==> config.mk <==
export PLATFORM = sky130hd
export DESIGN_NAME = qbit_uart
export DESIGN_NICKNAME = d
export VERILOG_FILES = /design/src/rtl/qbit_pkg.sv /design/src/rtl/qbit_tick.sv /design/src/rtl/qbit_tx.sv /design/src/rtl/qbit_rx.sv /design/src/rtl/qbit_idle_timer.sv /design/src/rtl/qbit_uart.sv
export SDC_FILE = /design/constraint.sdc
export NUM_CORES = 1
export LEC_CHECK = 0
export ABC_CLOCK_PERIOD_IN_PS = 3300
export BUFFER_PORTS_ARGS = -buffer_cell sky130_fd_sc_hd__buf_2
export CAP_MARGIN = 30
export CORE_UTILIZATION = 60
export DETAILED_ROUTE_END_ITERATION = 16
export PLACE_DENSITY = 0.81
export SLEW_MARGIN = 10
export SYNTH_ARGS = -nofsm -noshare
export SYNTH_HDL_FRONTEND = slang
export SYNTH_HIERARCHICAL = 1
export SYNTH_SLANG_ARGS = --single-unit
==> constraint.sdc <==
create_clock -name clk -period 3.3 [get_ports clk]
set_input_delay 0.66 -clock clk [delete_from_list [all_inputs] [get_ports clk]]
set_output_delay 0.66 -clock clk [all_outputs]
set_load 0.01 [all_outputs]
==> src/rtl/qbit_pkg.sv <==
`timescale 1ns/1ps
package qbit_pkg;
  localparam int QTR_PER_BIT = 4;
  localparam int QCW = $clog2(QTR_PER_BIT);
  localparam logic [QCW-1:0] QLAST = QCW'(QTR_PER_BIT - 1);
  localparam logic [QCW-1:0] QCONFIRM = QCW'(1);

  typedef enum logic [2:0] {
    FR_IDLE, FR_START, FR_DATA, FR_PARITY, FR_STOP
  } frame_st_t;

  typedef struct packed {
    logic       par_even;
    logic       par_en;
    logic       two_stop;
    logic [1:0] wlen;
  } line_cfg_t;

  typedef struct packed {
    logic brk;
    logic frame;
    logic parity;
    logic overrun;
  } rx_err_t;

  function automatic logic [2:0] last_index(input logic [1:0] wl);
    return 3'd4 + {1'b0, wl};
  endfunction

  function automatic logic [2:0] pad_shift(input logic [1:0] wl);
    return 3'd3 - {1'b0, wl};
  endfunction

  function automatic logic parity_bit(input logic [7:0] d, input logic [1:0] wl,
                                      input logic even);
    logic [7:0] m;
    m = d & (8'hFF >> pad_shift(wl));
    return even ? (^m) : ~(^m);
  endfunction
endpackage

==> src/rtl/qbit_tick.sv <==
`timescale 1ns/1ps
module qbit_tick #(
  parameter int DIV_W = 16
) (
  input  logic             clk,
  input  logic             rst_n,
  input  logic [DIV_W-1:0] divisor,
  output logic             tick
);
  logic [DIV_W-1:0] cnt;
  logic             wrap;

  assign wrap = ({1'b0, cnt} + (DIV_W+1)'(1)) >= {1'b0, divisor};

  always_ff @(posedge clk or negedge rst_n) begin
    if (!rst_n) begin
      cnt  <= '0;
      tick <= 1'b0;
    end else begin
      tick <= wrap;
      cnt  <= wrap ? '0 : cnt + 1'b1;
    end
  end

  p_tick_gap_r1: assert property (@(posedge clk) disable iff (!rst_n)
    (tick && divisor > DIV_W'(1) && $stable(divisor)) |=> !tick);
endmodule

==> src/rtl/qbit_tx.sv <==
`timescale 1ns/1ps
module qbit_tx import qbit_pkg::*; (
  input  logic      clk,
  input  logic      rst_n,
  input  logic      tick,
  input  line_cfg_t cfg,
  input  logic [7:0] byte_in,
  input  logic      byte_valid,
  output logic      byte_ready,
  output logic      line_out
);
  frame_st_t      st;
  logic [QCW-1:0] qcnt;
  logic [2:0]     bitn;
  logic [7:0]     shreg;
  line_cfg_t      cfg_q;
  logic           par_q;
  logic           second_stop;

  always_ff @(posedge clk or negedge rst_n) begin
    if (!rst_n) begin
      st          <= FR_IDLE;
      qcnt        <= '0;
      bitn        <= '0;
      shreg       <= '0;
      cfg_q       <= '0;
      par_q       <= 1'b0;
      second_stop <= 1'b0;
    end else if (st == FR_IDLE) begin
      if (byte_valid) begin
        st    <= FR_START;
        shreg <= byte_in;
        cfg_q <= cfg;
        par_q <= parity_bit(byte_in, cfg.wlen, cfg.par_even);
        qcnt  <= '0;
      end
    end else if (tick) begin
      qcnt <= qcnt + 1'b1;
      if (qcnt == QLAST) begin
        case (st)
          FR_START: begin
            st   <= FR_DATA;
            bitn <= '0;
          end
          FR_DATA: begin
            shreg <= shreg >> 1;
            if (bitn == last_index(cfg_q.wlen)) begin
              st          <= cfg_q.par_en ? FR_PARITY : FR_STOP;
              second_stop <= 1'b0;
            end else begin
              bitn <= bitn + 1'b1;
            end
          end
          FR_PARITY: begin
            st          <= FR_STOP;
            second_stop <= 1'b0;
          end
          FR_STOP: begin
            if (cfg_q.two_stop && !second_stop) second_stop <= 1'b1;
            else st <= FR_IDLE;
          end
          default: st <= FR_IDLE;
        endcase
      end
    end
  end

  assign byte_ready = (st == FR_IDLE);

  always_comb begin
    case (st)
      FR_START:  line_out = 1'b0;
      FR_DATA:   line_out = shreg[0];
      FR_PARITY: line_out = par_q;
      default:   line_out = 1'b1;
    endcase
  end

  p_idle_high_r5: assert property (@(posedge clk) disable iff (!rst_n)
    byte_ready |-> line_out);
  p_accept_busy_r5: assert property (@(posedge clk) disable iff (!rst_n)
    (byte_valid && byte_ready) |=> (!byte_ready && !line_out));
endmodule

==> src/rtl/qbit_rx.sv <==
`timescale 1ns/1ps
module qbit_rx import qbit_pkg::*; (
  input  logic       clk,
  input  logic       rst_n,
  input  logic       tick,
  input  logic [1:0] wlen,
  input  logic       par_en,
  input  logic       par_even,
  input  logic       line_in,
  output logic       done,
  output logic [7:0] data_o,
  output rx_err_t    err_o
);
  logic           s1, s2, s3;
  logic           fall;
  frame_st_t      st;
  logic [QCW-1:0] qcnt;
  logic [2:0]     bitn;
  logic [7:0]     shreg;
  logic [7:0]     aligned;
  logic [1:0]     wl_q;
  logic           pen_q, peven_q;
  logic           par_bit;
  logic           allzero;

  assign fall    = s3 && !s2;
  assign aligned = shreg >> pad_shift(wl_q);

  always_ff @(posedge clk or negedge rst_n) begin
    if (!rst_n) begin
      s1 <= 1'b1; s2 <= 1'b1; s3 <= 1'b1;
    end else begin
      s1 <= line_in; s2 <= s1; s3 <= s2;
    end
  end

  always_ff @(posedge clk or negedge rst_n) begin
    if (!rst_n) begin
      st      <= FR_IDLE;
      qcnt    <= '0;
      bitn    <= '0;
      shreg   <= '0;
      wl_q    <= '0;
      pen_q   <= 1'b0;
      peven_q <= 1'b0;
      par_bit <= 1'b0;
      allzero <= 1'b1;
      done    <= 1'b0;
      data_o  <= '0;
      err_o   <= '0;
    end else begin
      done <= 1'b0;
      case (st)
        FR_IDLE: if (fall) begin
          st      <= FR_START;
          qcnt    <= '0;
          shreg   <= '0;
          allzero <= 1'b1;
          wl_q    <= wlen;
          pen_q   <= par_en;
          peven_q <= par_even;
        end
        FR_START: if (tick) begin
          if (qcnt == QCONFIRM) begin
            qcnt <= '0;
            bitn <= '0;
            st   <= s2 ? FR_IDLE : FR_DATA;
          end else begin
            qcnt <= qcnt + 1'b1;
          end
        end
        FR_DATA: if (tick) begin
          qcnt <= qcnt + 1'b1;
          if (qcnt == QLAST) begin
            shreg   <= {s2, shreg[7:1]};
            allzero <= allzero & ~s2;
            if (bitn == last_index(wl_q)) st <= pen_q ? FR_PARITY : FR_STOP;
            else bitn <= bitn + 1'b1;
          end
        end
        FR_PARITY: if (tick) begin
          qcnt <= qcnt + 1'b1;
          if (qcnt == QLAST) begin
            par_bit <= s2;
            allzero <= allzero & ~s2;
            st      <= FR_STOP;
          end
        end
        FR_STOP: if (tick) begin
          qcnt <= qcnt + 1'b1;
          if (qcnt == QLAST) begin
            done          <= 1'b1;
            data_o        <= aligned;
            err_o.brk     <= allzero & ~s2;
            err_o.frame   <= ~s2;
            err_o.parity  <= pen_q && (par_bit != parity_bit(aligned, wl_q, peven_q));
            err_o.overrun <= 1'b0;
            st            <= FR_IDLE;
          end
        end
        default: st <= FR_IDLE;
      endcase
    end
  end

  p_done_single_r8: assert property (@(posedge clk) disable iff (!rst_n)
    done |=> !done);
  p_break_frame_r8: assert property (@(posedge clk) disable iff (!rst_n)
    (done && err_o.brk) |-> err_o.frame);
  p_glitch_drop_r6: assert property (@(posedge clk) disable iff (!rst_n)
    (st == FR_START && tick && qcnt == QCONFIRM && s2) |=> (st == FR_IDLE));
endmodule

==> src/rtl/qbit_idle_timer.sv <==
`timescale 1ns/1ps
module qbit_idle_timer import qbit_pkg::*; #(
  parameter int TMO_W = 16
) (
  input  logic             clk,
  input  logic             rst_n,
  input  logic             tick,
  input  logic             char_done,
  input  logic             pending,
  input  logic [TMO_W-1:0] limit,
  output logic             fire_o
);
  logic [QCW-1:0]   qph;
  logic [TMO_W-1:0] cnt;
  logic             fired;
  logic             fire_now;

  assign fire_now = !char_done && !fired && (limit != '0) && pending && (cnt >= limit);

  always_ff @(posedge clk or negedge rst_n) begin
    if (!rst_n) begin
      qph    <= '0;
      cnt    <= '0;
      fired  <= 1'b0;
      fire_o <= 1'b0;
    end else begin
      if (tick) qph <= qph + 1'b1;
      fire_o <= fire_now;
      if (char_done) begin
        cnt   <= '0;
        fired <= 1'b0;
      end else begin
        if (tick && qph == QLAST && cnt < limit) cnt <= cnt + 1'b1;
        if (fire_now) fired <= 1'b1;
      end
    end
  end

  p_fire_once_r10: assert property (@(posedge clk) disable iff (!rst_n)
    fire_o |=> !fire_o);
  p_restart_r10: assert property (@(posedge clk) disable iff (!rst_n)
    char_done |=> !fire_o);
  p_no_fire_off_r11: assert property (@(posedge clk) disable iff (!rst_n)
    (limit == '0 || !pending) |=> !fire_o);
endmodule

==> src/rtl/qbit_uart.sv <==
`timescale 1ns/1ps
module qbit_uart import qbit_pkg::*; #(
  parameter int DIV_W = 16,
  parameter int TMO_W = 16
) (
  input  logic             clk,
  input  logic             rst_n,
  input  logic [DIV_W-1:0] divisor,
  input  logic [TMO_W-1:0] idle_limit,
  input  logic [4:0]       line_ctrl,
  input  logic [7:0]       tx_data,
  input  logic             tx_valid,
  output logic             tx_ready,
  output logic             tx_line,
  input  logic             rx_line,
  output logic [7:0]       rx_data,
  output logic [3:0]       rx_err,
  output logic             rx_valid,
  input  logic             rx_ready,
  input  logic             unread_pending,
  output logic             rx_timeout
);
  line_cfg_t  cfg;
  logic       tick;
  logic       ch_done;
  logic [7:0] ch_data;
  rx_err_t    ch_err;
  rx_err_t    held_err;

  assign cfg = line_cfg_t'(line_ctrl);

  qbit_tick #(.DIV_W(DIV_W)) u_tick (
    .clk(clk), .rst_n(rst_n), .divisor(divisor), .tick(tick)
  );

  qbit_tx u_tx (
    .clk(clk), .rst_n(rst_n), .tick(tick), .cfg(cfg),
    .byte_in(tx_data), .byte_valid(tx_valid), .byte_ready(tx_ready),
    .line_out(tx_line)
  );

  qbit_rx u_rx (
    .clk(clk), .rst_n(rst_n), .tick(tick), .wlen(cfg.wlen),
    .par_en(cfg.par_en), .par_even(cfg.par_even), .line_in(rx_line),
    .done(ch_done), .data_o(ch_data), .err_o(ch_err)
  );

  qbit_idle_timer #(.TMO_W(TMO_W)) u_timer (
    .clk(clk), .rst_n(rst_n), .tick(tick), .char_done(ch_done),
    .pending(unread_pending), .limit(idle_limit), .fire_o(rx_timeout)
  );

  always_ff @(posedge clk or negedge rst_n) begin
    if (!rst_n) begin
      rx_valid <= 1'b0;
      rx_data  <= '0;
      held_err <= '0;
    end else if (ch_done) begin
      if (rx_valid && !rx_ready) begin
        held_err.overrun <= 1'b1;
      end else begin
        rx_valid <= 1'b1;
        rx_data  <= ch_data;
        held_err <= ch_err;
      end
    end else if (rx_valid && rx_ready) begin
      rx_valid <= 1'b0;
    end
  end

  assign rx_err = held_err;

  p_hold_r9: assert property (@(posedge clk) disable iff (!rst_n)
    (rx_valid && !rx_ready) |=> (rx_valid && $stable(rx_data)));
  p_overrun_keeps_r9: assert property (@(posedge clk) disable iff (!rst_n)
    (rx_valid && !rx_ready && ch_done) |=> rx_err[0]);
endmodule

==> impl_metrics.env <==
export IMPL_yosysSeqAreaShare=0.409
export IMPL_clock_tree_buffer_depth=2
export IMPL_place_gp_congestion=0.872
export IMPL_hold_ws_ns=0.350
export IMPL_cts_setup_buffers=0
export IMPL_endpoint_kind="flip-flop"
export IMPL_first_pass_iters=5
export IMPL_place_ws_ns=0.288
export IMPL_cp_required_ns=3.56
export IMPL_avgRoutedWirePerCell_um=15.2
export IMPL_final_min_clock_period_ns=3.04
export IMPL_skew_ns=0.0192
export IMPL_max_slew_margin=0.476
export IMPL_root_buffer="clkbuf_8"
export IMPL_htree_levels=3
export IMPL_rsz0062_at_grt="false"
export IMPL_synthesis_area_um2=6680
export IMPL_dr_total_vias=5057
export IMPL_synthDistinctLibCells=82
export IMPL_cts_sinks=109
export IMPL_grt_pass1_wl_um=22600
export IMPL_synth_avg_cell_area_um2=10.1
export IMPL_drt_iter0_drc=169
export IMPL_initial_core_util=0.616
export IMPL_synth_edff_count=0
export IMPL_grt_ovfl_total=0
export IMPL_synth_top_area_cell="dfrtp_1"
export IMPL_wirelength_um=13100
export IMPL_hold_path_class="in2async"
export IMPL_dieArea_um2=11600
export IMPL_grt_pass1_vias=5091
export IMPL_synth_xor_area_frac=0.0461
export IMPL_worst_pin_slew_ns=0.785
export IMPL_finalSetupViolCount=0
export IMPL_yosys_area_share_simple=0.196
export IMPL_synth_top_family_by_area="simple AND/OR/NAND/NOR gates"
export IMPL_power_density_nw_per_um2=400
export IMPL_ys_seq_elements=109
export IMPL_cp_data_arrival_time_ns=3.30
export IMPL_post_cts_resized=0
export IMPL_syn_inst=662
export IMPL_path_class="reg2reg"
export IMPL_cp_start_kind="flip-flop"
export IMPL_cp_max_fo=9
export IMPL_hpwl_um=9760
export IMPL_synthFlopType="dfrtp_1"
export IMPL_cts_buffers=9
export IMPL_max_freq_ghz=0.329
export IMPL_drv_cap=0
export IMPL_synth_warnings=6
export IMPL_drc=0
export IMPL_vdd_drop_max_v=0.000229
export IMPL_slew_violations=0
export IMPL_outcome="finished clean"
export IMPL_yosys_top_cells_area="dfrtp_1, ha_1, mux2_2"
export IMPL_cts_tree="done"
export IMPL_hold_viol_final=0
export IMPL_cts_hold_buf=0
export IMPL_final_layout_size_suffix_gt1_frac=0.238
export IMPL_synth_mux_area_frac=0.104
export IMPL_grt_max_degree=61
export IMPL_rows=38
export IMPL_synth_compound_area_frac=0.110
export IMPL_ant_nets=0
export IMPL_dieHeight_um=108
export IMPL_final_setup_tns_ns=0
export IMPL_yosys_area_share_adder=0.0768
export IMPL_syn_nets=754
export IMPL_p_leak_uw=0.00358
export IMPL_async_flop_share=1.00
export IMPL_post_drt_via_cell_ratio=5.87
export IMPL_io_buffer_count=66
export IMPL_clkTransAtPathRegs_ns=0.12
export IMPL_finalCritPeriodShare=0.922
export IMPL_coreArea_um2=10800
export IMPL_clkLatencyLatePin_ns=0.38
export IMPL_setup_ws_ns=0.258
export IMPL_p_total_uw=2900
export IMPL_synthDominantCellAreaShare=0.393
export IMPL_fin_nets=809
export IMPL_ios=67
export IMPL_diodes=0
export IMPL_die_x_um=108
export IMPL_grtUsageTotal=0.245
export IMPL_area_growth_pct=8.78
export IMPL_grt_antenna_before_repair=0
[kinds of logic after synthesis]
logic type	count (synthesis)
AO/OA/AOI/OAI	107
buffers and inverters	86
XOR/XNOR	32
multiplexers	53
adder cells (fa/ha/maj)	41
other	1
flip-flops	109
AND/OR/NAND/NOR	233
[layout by cell type (no fill, tap or decap), types with 4 or more instances in the layout]
cell type  netlist  final
or4_1            4      4
nand2b_1         8      8
xor2_1          11     11
dfstp_2          4      4
nor4_1          16     16
a31oi_1         11     11
dfrtp_1        105    105
mux2i_1          5      5
o21ai_0         32     32
nand2_1         50     50
xnor2_1         19     19
nor2b_2          6      6
nand3_1         31     31
mux2_4          11     11
inv_1           57     57
buf_2            9     65
and2_1           6      6
nor2_1          39     39
and4_1           4      4
mux4_2           4      4
buf_4            1      6
ha_1            41     41
nand4_1         11     11
a21oi_1         19     19
mux2_2          31     31
nor2b_1         17     17
nor3_1           9      9
clkbuf_8         0     11
o31ai_1          6      6
and2b_2          6      6
[registers in the layout, summed over array words and instances (netlist names), 4 cells and up]
register / flops
u_tick/cnt: 16
u_timer/cnt: 16
rx_data: 8
u_rx/data_o: 8
u_rx/shreg: 8
u_tx/shreg: 8
rx_err: 4
u_tx/cfg_q: 4
[per-stage QoR]
stage	area, um2	cells	utilization
finish	7270	862	0.670
global route	7270	862	0.670
floorplan	6680	662	-
detailed placement	7070	846	0.652
CTS	7270	862	0.670
global placement	7070	846	0.652
[path summary, 6_finish.rpt]
path / end / start / cells after the start / slack, ns
worst max register to register: u_tick/cnt[15] / u_tick/cnt[0] / 11 / 0.26
min in group clk: u_rx/s2 / u_rx/s1 / 0 / 0.37
worst min-delay path: rx_data[1] / rst_n / 1 / 0.35
worst min register to register: u_rx/s2 / u_rx/s1 / 0 / 0.37
max in group asynchronous: u_rx/s2 / rst_n / 2 / 2.15
worst max-delay path: u_tick/cnt[15] / u_tick/cnt[0] / 11 / 0.26
[final cells by class]
cell class | count | area (um2)
flip-flops and latches | 109 | 2730
multi-input cells | 467 | 3560
fillers | 864 | 3570
inverters | 58 | 218
well taps | 140 | 175
clock buffers | 12 | 155
repair buffers | 72 | 390
clock inverters | 4 | 40.0
[metal layers]
metal / global-route usage / part of all wire
met1: 0.303 / 0.44
met5: 0 / 0
met4: 0.0763 / 0.013
met2: 0.434 / 0.51
met3: 0.0400 / 0.041
[report_power, final]
| group | switching [uW] | internal [uW] | total [uW] |
|---|---|---|---|
| Clock | 466 | 332 | 798 |
| Sequential | 147 | 1420 | 1570 |
| Combinational | 261 | 276 | 537 |
[worst max-delay path: stages, from the launching register on]
cell and delay (ns):
dfrtp_1 0.44, ha_1 0.23, nand4_1 0.16, nor2_1 0.30
nand4_1 0.16, xnor2_1 0.17, ha_1 0.30, nand4_1 0.15
or2_2 0.34, o211ai_2 0.36, buf_4 0.27, nor2b_1 0.06
[cells in the mapped netlist, drive strengths merged (7+ instances only)]
cell    number
nand2       51
mux2        43
xor2        11
o21ai       33
nor3         9
nor2b       24
nor4        16
nand4       12
o31ai        7
nor2        41
buf         17
a31oi       11
dfrtp      105
nand2b       9
clkbuf      11
xnor2       19
ha          41
a21oi       19
inv         57
nand3       32
Note: power is estimated with default switching activity, not from simulation.
